**src/rtl/sdm_pkg.sv**
```systemverilog
`timescale 1ns/1ps
package sdm_pkg;
  // Number of cascaded accumulators; the cancellation network is written for three.
  localparam int SDM_ORDER = 3;
  // Offset from the integer part; the range -4..+4 fits in four signed bits.
  typedef logic signed [3:0] offset_t;
endpackage

```
**src/rtl/sdm_frac_fold.sv**
```systemverilog
`timescale 1ns/1ps
// Saturates the signed fraction to +/- MOD/2 and folds it into an unsigned
// accumulator step plus a flag that lowers the integer base by one.
module sdm_frac_fold #(
  parameter int FW    = 17,
  parameter int MOD   = 62976,
  parameter int ACC_W = 16
) (
  input  logic signed [FW-1:0] frac,
  output logic [ACC_W-1:0]     step,
  output logic                 neg
);
  localparam int LIM = MOD / 2;

  int fs;

  always_comb begin
    fs = int'(frac);
    if (fs > LIM)       fs = LIM;
    else if (fs < -LIM) fs = -LIM;
    neg  = (fs < 0);
    step = ACC_W'((fs < 0) ? (fs + MOD) : fs);
  end
endmodule

```
**src/rtl/sdm_mod_acc.sv**
```systemverilog
`timescale 1ns/1ps
// One modulus accumulator stage: it owns its residue register and shows the
// carry and next residue for the step now being presented.
module sdm_mod_acc #(
  parameter int MOD   = 62976,
  parameter int ACC_W = 16
) (
  input  logic             clk,
  input  logic             rst,
  input  logic             clr,
  input  logic             adv,
  input  logic [ACC_W-1:0] addend,
  output logic [ACC_W-1:0] res_next,
  output logic             carry
);
  localparam logic [ACC_W:0] MODV = (ACC_W+1)'(MOD);

  logic [ACC_W-1:0] acc_q;
  logic [ACC_W:0]   sum;
  logic [ACC_W:0]   wrapped;

  always_comb begin
    sum      = {1'b0, acc_q} + {1'b0, addend};
    carry    = (sum >= MODV);
    wrapped  = carry ? (sum - MODV) : sum;
    res_next = wrapped[ACC_W-1:0];
  end

  always_ff @(posedge clk) begin
    if (rst || clr)  acc_q <= '0;
    else if (adv)    acc_q <= res_next;
  end

  // the stored residue never leaves 0..MOD-1
  a_r7_residue_bound: assert property (@(posedge clk) disable iff (rst)
    acc_q < MODV);
endmodule

```
**src/rtl/sdm_cancel.sv**
```systemverilog
`timescale 1ns/1ps
// Cancellation network: differentiates the second and third carries against
// their own history and sums everything into the signed per-step offset.
module sdm_cancel
  import sdm_pkg::*;
(
  input  logic       clk,
  input  logic       rst,
  input  logic       clr,
  input  logic       adv,
  input  logic [2:0] cy,
  input  logic       neg,
  output offset_t    off
);
  logic c2d, c3d, c3dd;
  logic signed [4:0] y;

  always_comb begin
    y = $signed({4'b0, cy[0]})
      + $signed({4'b0, cy[1]}) - $signed({4'b0, c2d})
      + $signed({4'b0, cy[2]}) - $signed({3'b0, c3d, 1'b0}) + $signed({4'b0, c3dd})
      - $signed({4'b0, neg});
    off = y[3:0];
  end

  always_ff @(posedge clk) begin
    if (rst || clr) begin
      c2d  <= 1'b0;
      c3d  <= 1'b0;
      c3dd <= 1'b0;
    end else if (adv) begin
      c2d  <= cy[1];
      c3dd <= c3d;
      c3d  <= cy[2];
    end
  end

  // offset confined to -4..+4
  a_r5_offset_range: assert property (@(posedge clk) disable iff (rst)
    (off >= -4) && (off <= 4));
endmodule

```
**src/rtl/frac_div_ctrl.sv**
```systemverilog
`timescale 1ns/1ps
module frac_div_ctrl
  import sdm_pkg::*;
#(
  parameter int NW  = 10,
  parameter int FW  = 17,
  parameter int MOD = 62976
) (
  input  logic                 clk,
  input  logic                 rst,
  input  logic                 cfg_frac_en,
  input  logic [NW-1:0]        cfg_n_int,
  input  logic signed [FW-1:0] cfg_frac,
  input  logic                 cnt_clear,
  output logic                 div_valid,
  input  logic                 div_ready,
  output logic [NW-1:0]        div_value,
  output logic signed [3:0]    div_offset
);
  localparam int ACC_W = $clog2(MOD);
  localparam int ORDER = SDM_ORDER;

  // Shadow configuration, taken only on a handshake or when re-priming.
  logic                 primed;
  logic                 en_q;
  logic [NW-1:0]        n_q;
  logic signed [FW-1:0] frac_q;

  logic fire;
  logic st_adv;
  logic st_clr;

  logic [ACC_W-1:0] step;
  logic             neg;
  logic [ACC_W-1:0] res_nx [ORDER];
  logic [ACC_W-1:0] addend [ORDER];
  logic [ORDER-1:0] cy;
  offset_t          mod_off;
  logic signed [NW+1:0] sum_w;

  assign fire   = primed && div_ready;
  assign st_adv = fire && en_q;
  assign st_clr = cnt_clear || (fire && !en_q);

  always_ff @(posedge clk) begin
    if (rst) begin
      primed <= 1'b0;
      en_q   <= 1'b0;
      n_q    <= '0;
      frac_q <= '0;
    end else if (cnt_clear) begin
      primed <= 1'b0;
    end else if (!primed || fire) begin
      primed <= 1'b1;
      en_q   <= cfg_frac_en;
      n_q    <= cfg_n_int;
      frac_q <= cfg_frac;
    end
  end

  sdm_frac_fold #(.FW(FW), .MOD(MOD), .ACC_W(ACC_W)) u_fold (
    .frac (frac_q),
    .step (step),
    .neg  (neg)
  );

  for (genvar k = 0; k < ORDER; k++) begin : g_stage
    if (k == 0) begin : g_first
      assign addend[k] = step;
    end else begin : g_chain
      assign addend[k] = res_nx[k-1];
    end
    sdm_mod_acc #(.MOD(MOD), .ACC_W(ACC_W)) u_acc (
      .clk      (clk),
      .rst      (rst),
      .clr      (st_clr),
      .adv      (st_adv),
      .addend   (addend[k]),
      .res_next (res_nx[k]),
      .carry    (cy[k])
    );
  end

  sdm_cancel u_cancel (
    .clk (clk),
    .rst (rst),
    .clr (st_clr),
    .adv (st_adv),
    .cy  (cy),
    .neg (neg),
    .off (mod_off)
  );

  always_comb begin
    div_valid  = primed;
    div_offset = en_q ? mod_off : 4'sd0;
    sum_w      = $signed({2'b00, n_q}) + (NW+2)'(div_offset);
    div_value  = sum_w[NW-1:0];
  end

  // a clear command always withdraws the stream for a cycle
  a_r10_clear_drops_valid: assert property (@(posedge clk) disable iff (rst)
    cnt_clear |=> !div_valid);

  // a stalled value is held unchanged
  a_r8_stall_holds: assert property (@(posedge clk) disable iff (rst)
    (div_valid && !div_ready && !cnt_clear) |=>
      (div_valid && $stable(div_value) && $stable(div_offset)));

  // integer mode presents no offset
  a_r2_int_no_offset: assert property (@(posedge clk) disable iff (rst)
    (div_valid && !en_q) |-> (div_offset == 4'sd0));
endmodule

```
**config.mk**
```make
export PLATFORM = sky130hd
export DESIGN_NAME = frac_div_ctrl
export DESIGN_NICKNAME = d
export VERILOG_FILES = /design/src/rtl/sdm_pkg.sv /design/src/rtl/sdm_frac_fold.sv /design/src/rtl/sdm_mod_acc.sv /design/src/rtl/sdm_cancel.sv /design/src/rtl/frac_div_ctrl.sv
export SDC_FILE = /design/constraint.sdc
export NUM_CORES = 1
export LEC_CHECK = 0
export BUFFER_PORTS_ARGS = -buffer_cell sky130_fd_sc_hd__buf_2
export CORE_MARGIN = 2
export CORE_UTILIZATION = 50
export CTS_CLUSTER_DIAMETER = 80
export CTS_CLUSTER_SIZE = 40
export DETAILED_ROUTE_END_ITERATION = 12
export HOLD_SLACK_MARGIN = 0.05
export PLACE_DENSITY = 0.68
export SLEW_MARGIN = 20
export SYNTH_ARGS = -nofsm -noshare
export SYNTH_HDL_FRONTEND = slang
export SYNTH_SLANG_ARGS = --single-unit
```
**constraint.sdc**
```tcl
create_clock -name clk -period 18.8 [get_ports clk]
set_input_delay 2.82 -clock clk [delete_from_list [all_inputs] [get_ports clk]]
set_output_delay 2.82 -clock clk [all_outputs]
set_load 0.03 [all_outputs]
```
After elaboration in Yosys (flattened, before gate mapping)
Cells that the tools add are included.
Widths: inputs -> output; s select.
{"block": "classes", "addsub": 14, "n_lt_le_gt_ge": 6, "n_mux": 7, "bitwise_logic": 1, "reduce_logical": 10}
{"cell": "$mux 16", "count": 4}
{"cell": "$mux 32", "count": 2}
{"cell": "$add 16x16->17", "count": 3}
{"cell": "$ge 17x16->1 const B", "count": 3}
{"cell": "$sub 16x16->16 const B", "count": 3}
{"cell": "$lt 32x1->1 const B", "count": 1}
{"cell": "$gt 17x16->1 const B", "count": 1}
{"cell": "$lt 17x16->1 const B", "count": 1}
{"cell": "$add 16x13->16 const B", "count": 1}
{"cell": "$add 10x4->10", "count": 1}
{"cell": "$add 4x2->4", "count": 2}
{"cell": "$sub 4x2->4", "count": 2}
{"cell": "$mux 4", "count": 1}
{"cell": "$sub 4x3->4", "count": 1}
{"cell": "$logic_and 1x1->1", "count": 3}
{"cell": "$logic_or 1x1->1", "count": 3}
{"cell": "$add 1x1->2", "count": 1}
{"cell": "$logic_not 1->1", "count": 2}
{"cell": "$reduce_and 2->1", "count": 1}
{"cell": "$reduce_or 2->1", "count": 1}
{"cell": "$not 1->1", "count": 1}
{"block": "totals", "ff_bits": 80, "input_bits": 32, "out_inout_bits": 15, "elab_cells": 48}

Longest topological paths before layout
{"block": "logic_depth", "depth_word": 19, "ltp_mapped": 64, "ltp_nobuf": 61}

Modules after synthesis
A second synthesis with hierarchy kept.
{"block": "unflattened", "cells_unflattened": 879, "hier_area_um2": 6979.2}
{"mod": "sdm_mod_acc", "n_inst": 3, "cells_each": 202, "area_per_inst_um2": 1635.3, "seq_area_each_um2": 320.3}
{"mod": "frac_div_ctrl", "n_inst": 1, "cells_each": 181, "area_per_inst_um2": 1386.3, "seq_area_each_um2": 580.6}
{"mod": "sdm_frac_fold", "n_inst": 1, "cells_each": 65, "area_per_inst_um2": 421.7, "seq_area_each_um2": 0.0}
{"mod": "sdm_cancel", "n_inst": 1, "cells_each": 27, "area_per_inst_um2": 265.3, "seq_area_each_um2": 60.1}

Least setup slack after synthesis
OpenSTA, ideal clock, no wires.
{"block": "synth_path", "path_kind": "register to output", "from": "register frac_q[13]", "to": "output port div_value[9]", "arrival_time_ns": 12.003, "t_required_ns": 15.980, "path_slack_ns": 3.977, "path_stages_with_launch": 58, "n_path_buf": 3, "path_cell_list": "dfxtp_1 > clkbuf_1 > nor2_1 > a311o_1 > ha_1 > clkbuf_1 > o21ai_0 > ha_1 > a21oi_1 > nor2_1 > nand3_1 > o21ai_0 > o21ai_0 > ha_1 > inv_1 > o21a_1 > or3b_1 > o21ai_1 > [... 22 more ...] > nor4_4 > nand3_2 > nand2_2 > fa_1 > fa_1 > ha_1 > fa_1 > nor2b_1 > ha_1 > inv_1 > o21bai_1 > a21oi_1 > nor2b_1 > o21a_1 > o21ai_0 > nand2b_1 > a21oi_1 > xnor2_1"}
{"item": "start: declaration", "line_no": "frac_div_ctrl.sv:27", "source": "logic signed [FW-1:0] frac_q;"}
{"item": "start signal: assignment", "line_no": "frac_div_ctrl.sv:57", "source": "frac_q <= cfg_frac;"}
{"item": "end: declaration", "line_no": "frac_div_ctrl.sv:17", "source": "output logic [NW-1:0] div_value,"}

==> results.ini <==
[drt]
finalWirelength_um=16800
avgRoutedWirePerCell_um=15.0
vias=6383
vias_per_cell=5.67
dr.pass1.iters=5
drcViolationCount=0
drtAntennaViolNets=0
first_iter_violations=401

[worst_setup_path]
path_common_cell=ha_1
crit_arrival_ns=13.24
r2r_start=frac_q[9]$_SDFFE_PP0P_
worst-path-stages=52
cp-end-kind=output pin
crit_type=reg2out
required_ns=15.98
crit_slowest_cell=nor2b_1
r2r_setup_slack_ns=9.17
path_delay_family=compound AO/OA/AOI/OAI gates
startpoint_type=flip-flop
r2r_end=g_stage[2].u_acc.acc_q[12]$_SDFFE_PP0P_
crit_fanout=13
max_stage_delay_ns=0.52
r2r_cells=37
cp.buffers_inverters=3
critPathLaunch=frac_q[9]$_SDFFE_PP0P_

[place]
dp_hpwl_um=12800
io_buffers=46
gp_congestion=0.901
dp_cells=1110
place_ws_ns=3.33

[clock_tree]
path_clk_slew_ns=0.06
cts_setup_buffers=0
clock-root-buffer=clkbuf_16
holdBufCountCts=0
ctsResizeCount=0
numCtsBuffers=9
clkLatencyLatePin_ns=0.35
clock-sinks=80
tritoncts=yes
cts_buffer_depth=2
htree_levels=3

[synth]
async_flop_share_pct=0
synth_top_family_by_area=compound AO/OA/AOI/OAI gates
avgSynthCellArea_um2=7.52
synth_area_mm2=0.00691
synth_area_leader_cell=dfxtp_1
synth_ff_type=dfxtp_1
ys_ff_latch=80
yosysSeqAreaShare_pct=23.2
synth-edff-count=0
synthMuxAreaShare_pct=1.23
synth.top_cell.area_share_pct=23.2
synth_xor_area_share_pct=7.10
synth_area_leaders=dfxtp_1 (23%), ha_1 (13%), a21oi_1 (8.3%)
syn_inst=919
synth_fa_ha_area_share_pct=14.9
synthSimpleGateAreaFrac_pct=21.5
synthDistinctLibCells=70
ys_warn_count=0
synth-compound-area-share_pct=27.7
synthesis.nets=1029

[sta]
finalSetupViolCount=0
fin_skew_ns=0.00758
finalSetupTns_ns=0
final.period_utilization_pct=85.4
grt_setup_unrepaired=no
period_needed_ns=16.06
finalHoldViolations=0
fin_ws_ns=2.74
max_slew.worst_pin.slew_ns=0.890
slew_headroom_pct=40.6
drv_slew=0
clock.fmax_mhz=62.3

[grt]
track_usage_pct=23.9
antenna_found_initial=0
grt_pass1_vias=6004
grt_pass1_wl_um=28600
grt_start_max_net_pins=62
gr-total-overflow=0

[pwr]
ir_drop_v=0.0000480
power_density_mw_per_mm2=63.7
leakagePower_nw=3.35

[cells_and_area]
instances_no_fill=1126
drive_gt1_share_pct=10.2
syn_to_final_growth_pct=9.60
final_nets=1055
layout_commonest_cell=nand2_1
final_cell_mix=nand2_1 (137), a21oi_1 (113), nor2_1 (80), dfxtp_1 (80), ha_1 (71)
antenna_cells=0
fin_util_pct=56.7

[die]
io_pins=47
core_mm2=0.0133
placementRows=42
dieArea_mm2=0.0148
die_h_um=122
die_width_um=122
start_util_pct=51.7

[hold_path]
worst_hold_path.endpoint=g_stage[1].u_acc.acc_q[4]$_SDFFE_PP0P_
hold_class=reg2reg
whs_path_depth=2
min_from=g_stage[1].u_acc.acc_q[4]$_SDFFE_PP0P_

[run_status]
status=finished, final reports clean

[run]
drv_cap=0

-- routing by layer --
| metal | up-vias | track usage (%) | wire, um |
|---|---|---|---|
| met1 | 2921 | 33.3 | 8510 |
| met5 | - | 0 | 0 |
| met2 | 122 | 38.2 | 7520 |
| met3 | 12 | 4.59 | 660 |
| li1 | 3328 | - | - |
| met4 | 0 | 5.96 | 146 |
-- how the worst max path moves through the flow --
stage	endpoint	slack, ns
floorplan	div_value[9]	3.98
global placement	div_value[9]	3.61
detailed placement	div_value[9]	3.33
CTS	div_value[9]	2.85
global route	div_value[9]	1.75
finish	div_value[9]	2.74
-- logic make-up (layout without fill, tap and decap cells) --
logic type | Yosys count | after routing
AOI/OAI and AO/OA | 295 | 295
DFF | 80 | 80
buffers and inverters | 80 | 111
and+or+nand+nor | 322 | 322
muxes | 8 | 8
adders and majority gates | 78 | 78
xor gates and xnor gates | 56 | 56
-- synthesized netlist by cell type, types with 5 or more instances --
master	count
a211oi_1	10
a211oi_2	6
a21o_1	20
a21oi_1	114
and2_1	10
and3_1	5
clkbuf_1	30
dfxtp_1	80
fa_1	7
ha_1	71
inv_1	47
nand2_1	137
nand2b_1	10
nand3_1	17
nand4_1	6
nor2_1	80
nor2b_1	8
nor3_1	14
nor4_1	9
o211ai_1	7
o21a_1	19
o21ai_0	49
o21ai_1	8
o21bai_1	11
o31ai_1	6
or3_1	10
xnor2_1	30
xor2_1	26
-- state kept, by name, indices dropped and copies added, names as in the netlist --
register             cells
div_valid                1
en_q                     1
frac_q                  17
g_stage.u_acc.acc_q     48
n_q                     10
u_cancel.c2d             1
u_cancel.c3d             1
u_cancel.c3dd            1
-- layout make-up --
| cell class | count | area [um2] |
|---|---|---|
| clock buffer | 9 | 225 |
| inverter | 47 | 176 |
| tap | 176 | 220 |
| multi-input combinational | 759 | 5020 |
| sequential | 80 | 1600 |
| fill | 1323 | 5780 |
| clock inverter | 7 | 77.6 |
| timing repair buffer | 48 | 245 |
-- power by group --
part | internal, mW | total [mW] | switching (mW)
combinational | 0.0449 | 0.124 | 0.0795
clock | 0.104 | 0.180 | 0.0762
sequential | 0.173 | 0.177 | 0.00380
-- worst reg2reg max path, delay by kind of cell, from the launching register on --
family | cells | cell delay, ns
AOI/OAI and AO/OA | 17 | 3.29
xor gates and xnor gates | 4 | 0.75
adders and majority gates | 4 | 1.50
buffers and inverters | 1 | 0.12
DFF | 1 | 0.39
muxes | 2 | 0.82
and+or+nand+nor | 9 | 2.60
-- per-stage QoR --
step	power, mW	hold WS [ns]	area (um2)
6_report	0.482	0.461	7570
2_1_floorplan	0.275	0.436	6910
5_1_grt	0.508	0.486	7570
4_1_cts	0.486	0.464	7570
3_3_place_gp	0.303	0.450	7260
3_5_place_dp	0.303	0.453	7260
Power figures use the tool's default switching activity.
